--- config.mk ---
export PLATFORM = sky130hd
export DESIGN_NAME = stereo_ser_tx
export DESIGN_NICKNAME = d
export VERILOG_FILES = /design/src/rtl/sstx_pkg.sv /design/src/rtl/sstx_mclk.sv /design/src/rtl/sstx_sync.sv /design/src/rtl/sstx_mute.sv /design/src/rtl/sstx_shift.sv /design/src/rtl/stereo_ser_tx.sv
export SDC_FILE = /design/constraint.sdc
export NUM_CORES = 1
export LEC_CHECK = 0
export CORE_MARGIN = 4
export CORE_UTILIZATION = 57
export CTS_BUF_LIST = sky130_fd_sc_hd__clkbuf_2
export DETAILED_ROUTE_END_ITERATION = 7
export GPL_TIMING_DRIVEN = 0
export PLACE_DENSITY_LB_ADDON = 0.15
export SLEW_MARGIN = 5
export SYNTH_ARGS = -nofsm -noshare
export SYNTH_HDL_FRONTEND = slang
export SYNTH_SLANG_ARGS = --single-unit
--- constraint.sdc ---
create_clock -name clk -period 4.9 [get_ports clk]
set_clock_uncertainty 0.1 [all_clocks]
set_input_delay 0.98 -clock clk [delete_from_list [all_inputs] [get_ports clk]]
set_output_delay 0.98 -clock clk [all_outputs]
set_load 0.03 [all_outputs]
--- src/rtl/sstx_pkg.sv ---
package sstx_pkg;

    typedef enum logic [1:0] {
        MUTE_OFF  = 2'd0,
        MUTE_WAIT = 2'd1,
        MUTE_LIVE = 2'd2
    } mute_state_e;

    typedef enum logic {
        FMT_STD  = 1'b0,
        FMT_LEFT = 1'b1
    } fmt_e;

    // One bit-slot boundary as seen by the serializer
    typedef struct packed {
        logic fall;
        logic ws;
    } slot_evt_t;

endpackage

--- src/rtl/sstx_mclk.sv ---
module sstx_mclk #(
    parameter int BCLK_HALF = 2,
    parameter int HALF_BITS = 32
) (
    input  logic clk,
    input  logic rst_n,
    output logic bclk,
    output logic ws,
    output logic fall_stb
);
    localparam int HC_W  = (BCLK_HALF > 1) ? $clog2(BCLK_HALF) : 1;
    localparam int FRAME = 2 * HALF_BITS;
    localparam int BC_W  = $clog2(FRAME);

    logic [HC_W-1:0] half_cnt;
    logic [BC_W-1:0] bit_cnt;
    logic [BC_W-1:0] bit_nxt;

    always_comb begin
        if (bit_cnt == BC_W'(FRAME - 1))
            bit_nxt = '0;
        else
            bit_nxt = bit_cnt + 1'b1;
    end

    always_ff @(posedge clk or negedge rst_n) begin
        if (!rst_n) begin
            half_cnt <= '0;
            bclk     <= 1'b0;
            bit_cnt  <= '0;
            ws       <= 1'b0;
            fall_stb <= 1'b0;
        end else begin
            fall_stb <= 1'b0;
            if (half_cnt == HC_W'(BCLK_HALF - 1)) begin
                half_cnt <= '0;
                bclk     <= ~bclk;
                if (bclk) begin
                    bit_cnt  <= bit_nxt;
                    ws       <= (int'(bit_nxt) >= HALF_BITS);
                    fall_stb <= 1'b1;
                end
            end else begin
                half_cnt <= half_cnt + 1'b1;
            end
        end
    end

endmodule

--- src/rtl/sstx_sync.sv ---
module sstx_sync #(
    parameter int STAGES = 2
) (
    input  logic clk,
    input  logic rst_n,
    input  logic bclk_pin,
    input  logic ws_pin,
    output logic ws,
    output logic fall_stb
);
    logic [STAGES-1:0] b_sh;
    logic [STAGES-1:0] w_sh;
    logic              b_last;

    for (genvar g = 0; g < STAGES; g++) begin : g_stage
        always_ff @(posedge clk or negedge rst_n) begin
            if (!rst_n) begin
                b_sh[g] <= 1'b0;
                w_sh[g] <= 1'b0;
            end else if (g == 0) begin
                b_sh[g] <= bclk_pin;
                w_sh[g] <= ws_pin;
            end else begin
                b_sh[g] <= b_sh[(g > 0) ? g - 1 : 0];
                w_sh[g] <= w_sh[(g > 0) ? g - 1 : 0];
            end
        end
    end

    always_ff @(posedge clk or negedge rst_n) begin
        if (!rst_n) b_last <= 1'b0;
        else        b_last <= b_sh[STAGES-1];
    end

    assign fall_stb = b_last & ~b_sh[STAGES-1];
    assign ws       = w_sh[STAGES-1];

endmodule

--- src/rtl/sstx_mute.sv ---
module sstx_mute
    import sstx_pkg::*;
#(
    parameter int MUTE_FRAMES = 12288
) (
    input  logic clk,
    input  logic rst_n,
    input  logic pwr_down,
    input  logic ws_rise,
    output logic ready
);
    localparam int CNT_W = $clog2(MUTE_FRAMES + 1);

    mute_state_e      state, state_nxt;
    logic [CNT_W-1:0] cnt, cnt_nxt;

    always_comb begin
        state_nxt = state;
        cnt_nxt   = cnt;
        unique case (state)
            MUTE_OFF: begin
                cnt_nxt = '0;
                if (!pwr_down) state_nxt = MUTE_WAIT;
            end
            MUTE_WAIT: begin
                if (pwr_down) begin
                    state_nxt = MUTE_OFF;
                    cnt_nxt   = '0;
                end else if (ws_rise) begin
                    if (cnt == CNT_W'(MUTE_FRAMES - 1)) begin
                        state_nxt = MUTE_LIVE;
                        cnt_nxt   = '0;
                    end else begin
                        cnt_nxt = cnt + 1'b1;
                    end
                end
            end
            MUTE_LIVE: begin
                if (pwr_down) state_nxt = MUTE_OFF;
            end
            default: begin
                state_nxt = MUTE_OFF;
                cnt_nxt   = '0;
            end
        endcase
    end

    always_ff @(posedge clk or negedge rst_n) begin
        if (!rst_n) begin
            state <= MUTE_OFF;
            cnt   <= '0;
        end else begin
            state <= state_nxt;
            cnt   <= cnt_nxt;
        end
    end

    always_comb begin
        ready = (state == MUTE_LIVE);
    end

endmodule

--- src/rtl/sstx_shift.sv ---
module sstx_shift
    import sstx_pkg::*;
#(
    parameter int SAMPLE_W  = 24,
    parameter int HALF_BITS = 32
) (
    input  logic                clk,
    input  logic                rst_n,
    input  slot_evt_t           evt,
    input  fmt_e                fmt,
    input  logic                force_low,
    input  logic                enable,
    input  logic                smp_valid,
    input  logic [SAMPLE_W-1:0] smp_left,
    input  logic [SAMPLE_W-1:0] smp_right,
    output logic                ws_rise,
    output logic                sdata
);
    localparam int SLOT_W = $clog2(HALF_BITS);

    logic                ws_last;
    logic [SLOT_W-1:0]   slot, slot_nxt;
    logic [SAMPLE_W-1:0] hold_l, hold_r, pend_l, pend_r;
    logic [SAMPLE_W-1:0] hold_l_nxt, hold_r_nxt, word_nxt;
    logic                pend_v;
    logic                ws_chg, left_start, bit_nxt;

    function automatic logic pick_bit(input logic [SAMPLE_W-1:0] w,
                                      input logic [SLOT_W-1:0]   s,
                                      input fmt_e                f);
        int idx;
        idx = int'(s) - ((f == FMT_STD) ? 1 : 0);
        if (idx >= 0 && idx < SAMPLE_W)
            return w[SAMPLE_W-1-idx];
        return 1'b0;
    endfunction

    assign ws_chg     = evt.fall && (evt.ws != ws_last);
    assign left_start = ws_chg && !evt.ws;
    assign ws_rise    = ws_chg && evt.ws;

    always_comb begin
        if (ws_chg)
            slot_nxt = '0;
        else if (slot == SLOT_W'(HALF_BITS - 1))
            slot_nxt = slot;
        else
            slot_nxt = slot + 1'b1;

        hold_l_nxt = (left_start && pend_v) ? pend_l : hold_l;
        hold_r_nxt = (left_start && pend_v) ? pend_r : hold_r;
        word_nxt   = evt.ws ? hold_r_nxt : hold_l_nxt;
        bit_nxt    = enable ? pick_bit(word_nxt, slot_nxt, fmt) : 1'b0;
    end

    always_ff @(posedge clk or negedge rst_n) begin
        if (!rst_n) begin
            ws_last <= 1'b0;
            slot    <= SLOT_W'(HALF_BITS - 1);
            hold_l  <= '0;
            hold_r  <= '0;
        end else if (evt.fall) begin
            ws_last <= evt.ws;
            slot    <= slot_nxt;
            hold_l  <= hold_l_nxt;
            hold_r  <= hold_r_nxt;
        end
    end

    always_ff @(posedge clk or negedge rst_n) begin
        if (!rst_n) begin
            pend_l <= '0;
            pend_r <= '0;
            pend_v <= 1'b0;
        end else if (smp_valid) begin
            pend_l <= smp_left;
            pend_r <= smp_right;
            pend_v <= 1'b1;
        end else if (left_start) begin
            pend_v <= 1'b0;
        end
    end

    always_ff @(posedge clk or negedge rst_n) begin
        if (!rst_n)        sdata <= 1'b0;
        else if (force_low) sdata <= 1'b0;
        else if (evt.fall)  sdata <= bit_nxt;
    end

endmodule

--- src/rtl/stereo_ser_tx.sv ---
module stereo_ser_tx
    import sstx_pkg::*;
#(
    parameter int SAMPLE_W    = 24,
    parameter int HALF_BITS   = 32,
    parameter int BCLK_HALF   = 2,
    parameter int SYNC_STAGES = 2,
    parameter int MUTE_FRAMES = 12288
) (
    input  logic                clk,
    input  logic                rst_n,
    input  logic                pwr_down,
    input  logic                master_mode,
    input  logic                fmt_sel,
    input  logic                bclk_in,
    input  logic                ws_in,
    input  logic                smp_valid,
    input  logic [SAMPLE_W-1:0] smp_left,
    input  logic [SAMPLE_W-1:0] smp_right,
    output logic                bclk_out,
    output logic                ws_out,
    output logic                sdata,
    output logic                ready
);
    logic      m_bclk, m_ws, m_fall;
    logic      s_ws, s_fall;
    logic      sel_fall, sel_ws, ws_rise;
    slot_evt_t evt;

    sstx_mclk #(.BCLK_HALF(BCLK_HALF), .HALF_BITS(HALF_BITS)) i_mclk (
        .clk(clk), .rst_n(rst_n), .bclk(m_bclk), .ws(m_ws), .fall_stb(m_fall)
    );

    sstx_sync #(.STAGES(SYNC_STAGES)) i_sync (
        .clk(clk), .rst_n(rst_n), .bclk_pin(bclk_in), .ws_pin(ws_in),
        .ws(s_ws), .fall_stb(s_fall)
    );

    assign sel_fall = master_mode ? m_fall : s_fall;
    assign sel_ws   = master_mode ? m_ws   : s_ws;
    assign evt      = '{fall: sel_fall, ws: sel_ws};
    assign bclk_out = master_mode & m_bclk;
    assign ws_out   = master_mode & m_ws;

    sstx_mute #(.MUTE_FRAMES(MUTE_FRAMES)) i_mute (
        .clk(clk), .rst_n(rst_n), .pwr_down(pwr_down), .ws_rise(ws_rise),
        .ready(ready)
    );

    sstx_shift #(.SAMPLE_W(SAMPLE_W), .HALF_BITS(HALF_BITS)) i_shift (
        .clk(clk), .rst_n(rst_n), .evt(evt), .fmt(fmt_e'(fmt_sel)),
        .force_low(pwr_down), .enable(ready), .smp_valid(smp_valid),
        .smp_left(smp_left), .smp_right(smp_right), .ws_rise(ws_rise),
        .sdata(sdata)
    );

endmodule

* Word-level counts from Yosys, hierarchy flattened
Cells that the tools add are included.
** Storage, ports and cells
- Word-level logic and storage cells :: 91
- Register bits :: 135
** Operators by class
- Reductions and logical operators :: 12
- Bitwise logic cells :: 6
- Order comparisons :: 4
- Multiplexer cells :: 33
- Equality and inequality tests :: 10
- Add/subtract/negate cells :: 6
** Operators by type and width (number)
- 24-bit two-way mux :: 3
- 14-bit two-way mux :: 3
- 32-bit by 1-bit >= comparator with 1-bit output, second input constant :: 1
- 32-bit by 6-bit < comparator with 1-bit output, second input constant :: 1
- 32-bit by 7-bit < comparator with 1-bit output, second input constant :: 1
- 6-bit by 32-bit subtractor with 32-bit output :: 1
- 6-bit by 32-bit subtractor with 32-bit output, first input constant :: 1
- 14-bit case mux with 2 select lines :: 1
- 1-bit two-way mux :: 16
- 14-bit by 1-bit adder with 14-bit output, second input constant :: 1
- 14-bit == test, second input constant :: 1
- 2-bit two-way mux :: 5
- 5-bit two-way mux :: 2
- 6-bit by 1-bit adder with 6-bit output, second input constant :: 1
- 6-bit == test, second input constant :: 1
- 6-bit >= comparator, second input constant :: 1
- 6-bit two-way mux :: 1
- 3-bit by 2-bit inequality test with 1-bit output, second input constant :: 2
- 2-bit case mux with 3 select lines :: 1
- 5-bit by 1-bit adder with 5-bit output, second input constant :: 1
- 1-bit binary-select mux with 5-bit select :: 1
- 5-bit == test, second input constant :: 1
- 1-bit logical AND :: 5
- 2-bit inequality test, second input constant :: 2
- other kinds (11) :: 17

* Longest topological paths before layout
- Depth after elaboration :: 16
- Gate-level depth with buffers :: 15
- Mapped depth without buffers :: 14

* Cells and area by module
Synthesis repeated with hierarchy kept, for this count alone.
** Second synthesis, totals
- Cell total of the unflattened synthesis :: 498
- Area total of the unflattened synthesis :: 6254.7 um^2
** Modules (own cells, without submodules)
- sstx_shift :: seq. area each 2608.8 um^2, instances 1, cells each 355, area an instance 4764.6 um^2
- sstx_mute :: seq. area each 400.4 um^2, instances 1, cells each 98, area an instance 929.6 um^2
- sstx_mclk :: seq. area each 225.2 um^2, instances 1, cells each 35, area an instance 384.1 um^2
- sstx_sync :: seq. area each 125.1 um^2, instances 1, cells each 6, area an instance 138.9 um^2
- stereo_ser_tx :: seq. area each 0.0 um^2, instances 1, cells each 4, area an instance 37.5 um^2

* Worst setup path after synthesis
Ideal clock, no wire load.
- Path type :: input-to-reg
- Start point :: input port master_mode
- End point :: register i_shift.sdata
- Stages :: 14
- Setup slack :: 0.935 ns
- Setup time :: 0.126 ns
- Arrival :: 3.740 ns
- Path through :: mux2i_1 xnor2_1 nand2_1 nand2_1 ha_1 ha_1 clkbuf_1 clkbuf_1 mux2i_1 o21ai_0 a21oi_1 a221oi_1 a221oi_1 o21ai_1
** Between the ends
- Cells in the longest elaborated chain, start to end :: 15
- Elaborated cells between the ends (all ways) :: 26
- Those cells by class :: 2 x add/sub; 2 x order compare; 1 x eq/ne; 15 x mux; 6 x reduce/logical
** Ends and longest elaborated chain
- from (decl) :: line stereo_ser_tx.sv:13 : input logic master_mode,
- parallel branches: the longest is 15 deep, another holds 6-bit by 32-bit subtractor with 32-bit output
- to (signal assigned) :: line sstx_shift.sv:87 : else if (evt.fall) sdata <= bit_nxt;
- to (decl) :: line sstx_shift.sv:17 : output logic sdata
Parallel ways; which one is timed is not known. The select of a mux whose other input is x is not followed.
A chain may end at the register's enable or synchronous reset.

* Final worst setup path
Ends and elaborated chain as after synthesis.

==> impl_metrics.yaml <==
outcome:
  outcome: "finished clean"
finish:
  syn2layout_area_growth_pct: 16.7
  drive_gt1_share_pct: 26.6
  n_antenna_cell: 0
  final_common_cell: "dfrtp_1"
  layout_common_cells: "dfrtp_1 (130), mux2_2 (108), clkdlybuf4s50_1 (57)"
  layout.nets: 643
power:
  power_mw: 3.02
  power.leakage_nw: 3.05
  irDropWorstVdd_v: 0.000259
  p_per_area_nw_per_um2: 418
clock_network:
  cts_tree: "done"
  cts_setup_buffers: 0
  cts_resized: 0
  cts_sinks: 135
  cts_buffer_depth: 2
  clock-root-buffer: "clkbuf_2"
  worstSkewPairLatency_ps: 700
  clkTransAtPathRegs_ps: 190
  cts_inserted_buffers: 17
  htree_levels: 4
  hold_buffers: 0
synthesis:
  synthTopCellsByArea: "dfrtp_1 (52%), mux2_2 (20%), mux2i_1 (3.1%)"
  synth_flop_cell: "dfrtp_1"
  netlist_area_um2: 6200
  ys_ff_latch: 135
  yosys.area.top_type_share_pct: 52.5
  postSynthCellCount: 503
  async_flop_share_pct: 100
  yosys_warnings: 0
  yosysSeqAreaShare_pct: 54.6
  synth_area_per_cell_um2: 12.3
  ys_types: 51
  yosysTopAreaCell: "dfrtp_1"
  syn-num-nets: 565
  synth_edf_count: 0
timing:
  tightest_slew_ps: 650
  min_period_ps: 4430
  fmax_mhz: 226
  relSlewSlack_pct: 56.7
  maxSlewViolCount: 0
  hold_viol: 0
  rsz0062_at_grt: "no"
  fin_setup_tns_ps: 0
  setup_viol: 0
  period_share_pct: 90.3
worst_setup_path:
  required_ps: 5440
  end_kind: "register"
  rrSetupSlack_ps: 860
  path_max_fanout: 10
  arrival_ps: 4970
  worstSetupPathType: "in -> reg"
  cp-start-kind: "input pin"
flow_run:
  cap_viol_max_count: 0
drt:
  drt-pass1-iter-count: 5
  wl_per_cell_um: 17.1
  drtIter0Drc: 253
  vias_per_cell: 5.70
  drt.antenna.violating_nets: 0
  wirelength_um: 12500
  dr_total_vias: 4162
  drc: 0
floorplan:
  die_h_um: 112
  core_um2: 10500
  die_w_um: 112
  io-pin-count: 60
  dieArea_um2: 12600
  initial_core_util_pct: 59.3
  core.rowCount: 37
place:
  io_buffers: 58
  post-dp-hpwl_um: 8900
  place.gp.congestion: 0.857
global_route:
  track_usage_pct: 21.1
  grt_pass1_wl_um: 21100
  grt-ovfl-total: 0
  antenna_found_initial: 0
  grt_pass1_vias: 4310
  grt_max_degree: 79
min_path:
  hp-class: "in -> async"
-- layout make-up --
class / count / area (um2)
plain buffers: 20 / 97.6
repair buffers: 59 / 609
clock buffers: 19 / 95.1
fillers: 786 / 3230
multi-input cells: 340 / 2690
well taps: 136 / 170
clock inverters: 13 / 154
inverters: 8 / 30.0
flip-flops and latches: 135 / 3380
-- power by group --
part | total, mW | internal [mW] | leakage [nW] | switching [mW]
logic | 0.878 | 0.444 | 1.28 | 0.434
registers | 1.45 | 1.33 | 1.62 | 0.126
clock network | 0.693 | 0.287 | 0.151 | 0.406
total | 3.02 | 2.06 | 3.05 | 0.966
-- worst max-delay path, cell delays in order --
cell and delay, ps:
clkdlybuf4s50_1 600, mux2i_2 500, xnor2_1 140, nand2_1 280
nand2_1 120, ha_1 250, ha_1 280, clkbuf_1 390
clkbuf_2 360, nand2_1 190, o221ai_1 250, a211oi_1 110
a31oi_1 220, o221ai_1 160, o21ai_1 140
-- sequential cells by signal, indices dropped and copies added, names as in the netlist --
register and count:
i_shift.pend_l 24, i_mclk.ws 1, i_mute.state 2, i_mclk.bit_cnt 6, i_shift.pend_r 24, i_sync.b_last 1
i_shift.hold_l 24, i_shift.ws_last 1, i_shift.sdata 1, i_sync.b_sh 2, i_shift.pend_v 1, i_shift.slot 5
i_sync.w_sh 1, i_mclk.half_cnt 1, i_mute.cnt 14, i_mclk.bclk 1, i_shift.hold_r 24, i_sync.ws 1
i_mclk.fall_stb 1
-- Yosys cell counts (2+ instances only) --
cell type  number
nor3_1          6
or4_1           2
xor2_1         13
ha_1            6
a31oi_1         4
o21ai_0        24
xnor2_1         9
nor4_1          2
a211oi_1        2
nor2b_1         2
buf_1           4
nand4_1         3
o31ai_1         2
mux2i_1        19
a21oi_1        14
clkbuf_1        9
a311oi_1        2
a21o_1          2
dfrtp_1       130
o221ai_1        2
a221oi_1        3
dfstp_2         5
a41o_1          2
and2_1          5
nor2_1         32
mux2_2        108
buf_2           5
inv_1           8
and4_1          2
nand2b_1        4
a2111oi_0       2
and3_1          5
nand2_1        33
nand3_1        15
-- worst paths after layout --
path / to / depth (start not counted) / startpoint
max: i_shift.sdata / 15 / master_mode
min: i_mute.cnt[9] / 1 / rst_n
max reg2reg: i_shift.sdata / 15 / i_shift.slot[0]
min reg2reg: i_sync.ws / 0 / i_sync.w_sh[0]
max in group asynchronous: i_shift.pend_r[2] / 2 / rst_n
min in group clk: i_sync.ws / 0 / i_sync.w_sh[0]
-- through the flow --
stage	setup slack [ps]	cell area [um2]	cells	hold slack [ps]	util, %
final	473	7230	730	111	69.1
after detailed placement	-642	6980	698	237	66.7
after global routing	167	7230	730	57.9	69.1
after global placement	-2370	6950	697	233	66.4
after floorplan	935	6200	503	231	-
after CTS	172	7230	730	51.7	69.1
-- routing by layer --
layer / up-vias / global-route usage (%) / part of all wire, %
met3: 25 / 6.31 / 4.8
met2: 107 / 32.9 / 48
met5: - / 0 / 0
li1: 1955 / - / -
met4: 0 / 8.73 / 1.7
met1: 2075 / 27.9 / 45
-- cells by family after synthesis --
group	after synthesis	synth area share [%]
flops	135	54.6
mux	128	23.0
simple gates	114	8.70
compound gates	70	7.32
buf+inv	28	2.04
xor+xnor	22	3.11
fa+ha+maj	6	1.21
Note: power is estimated with default switching activity, not from simulation.
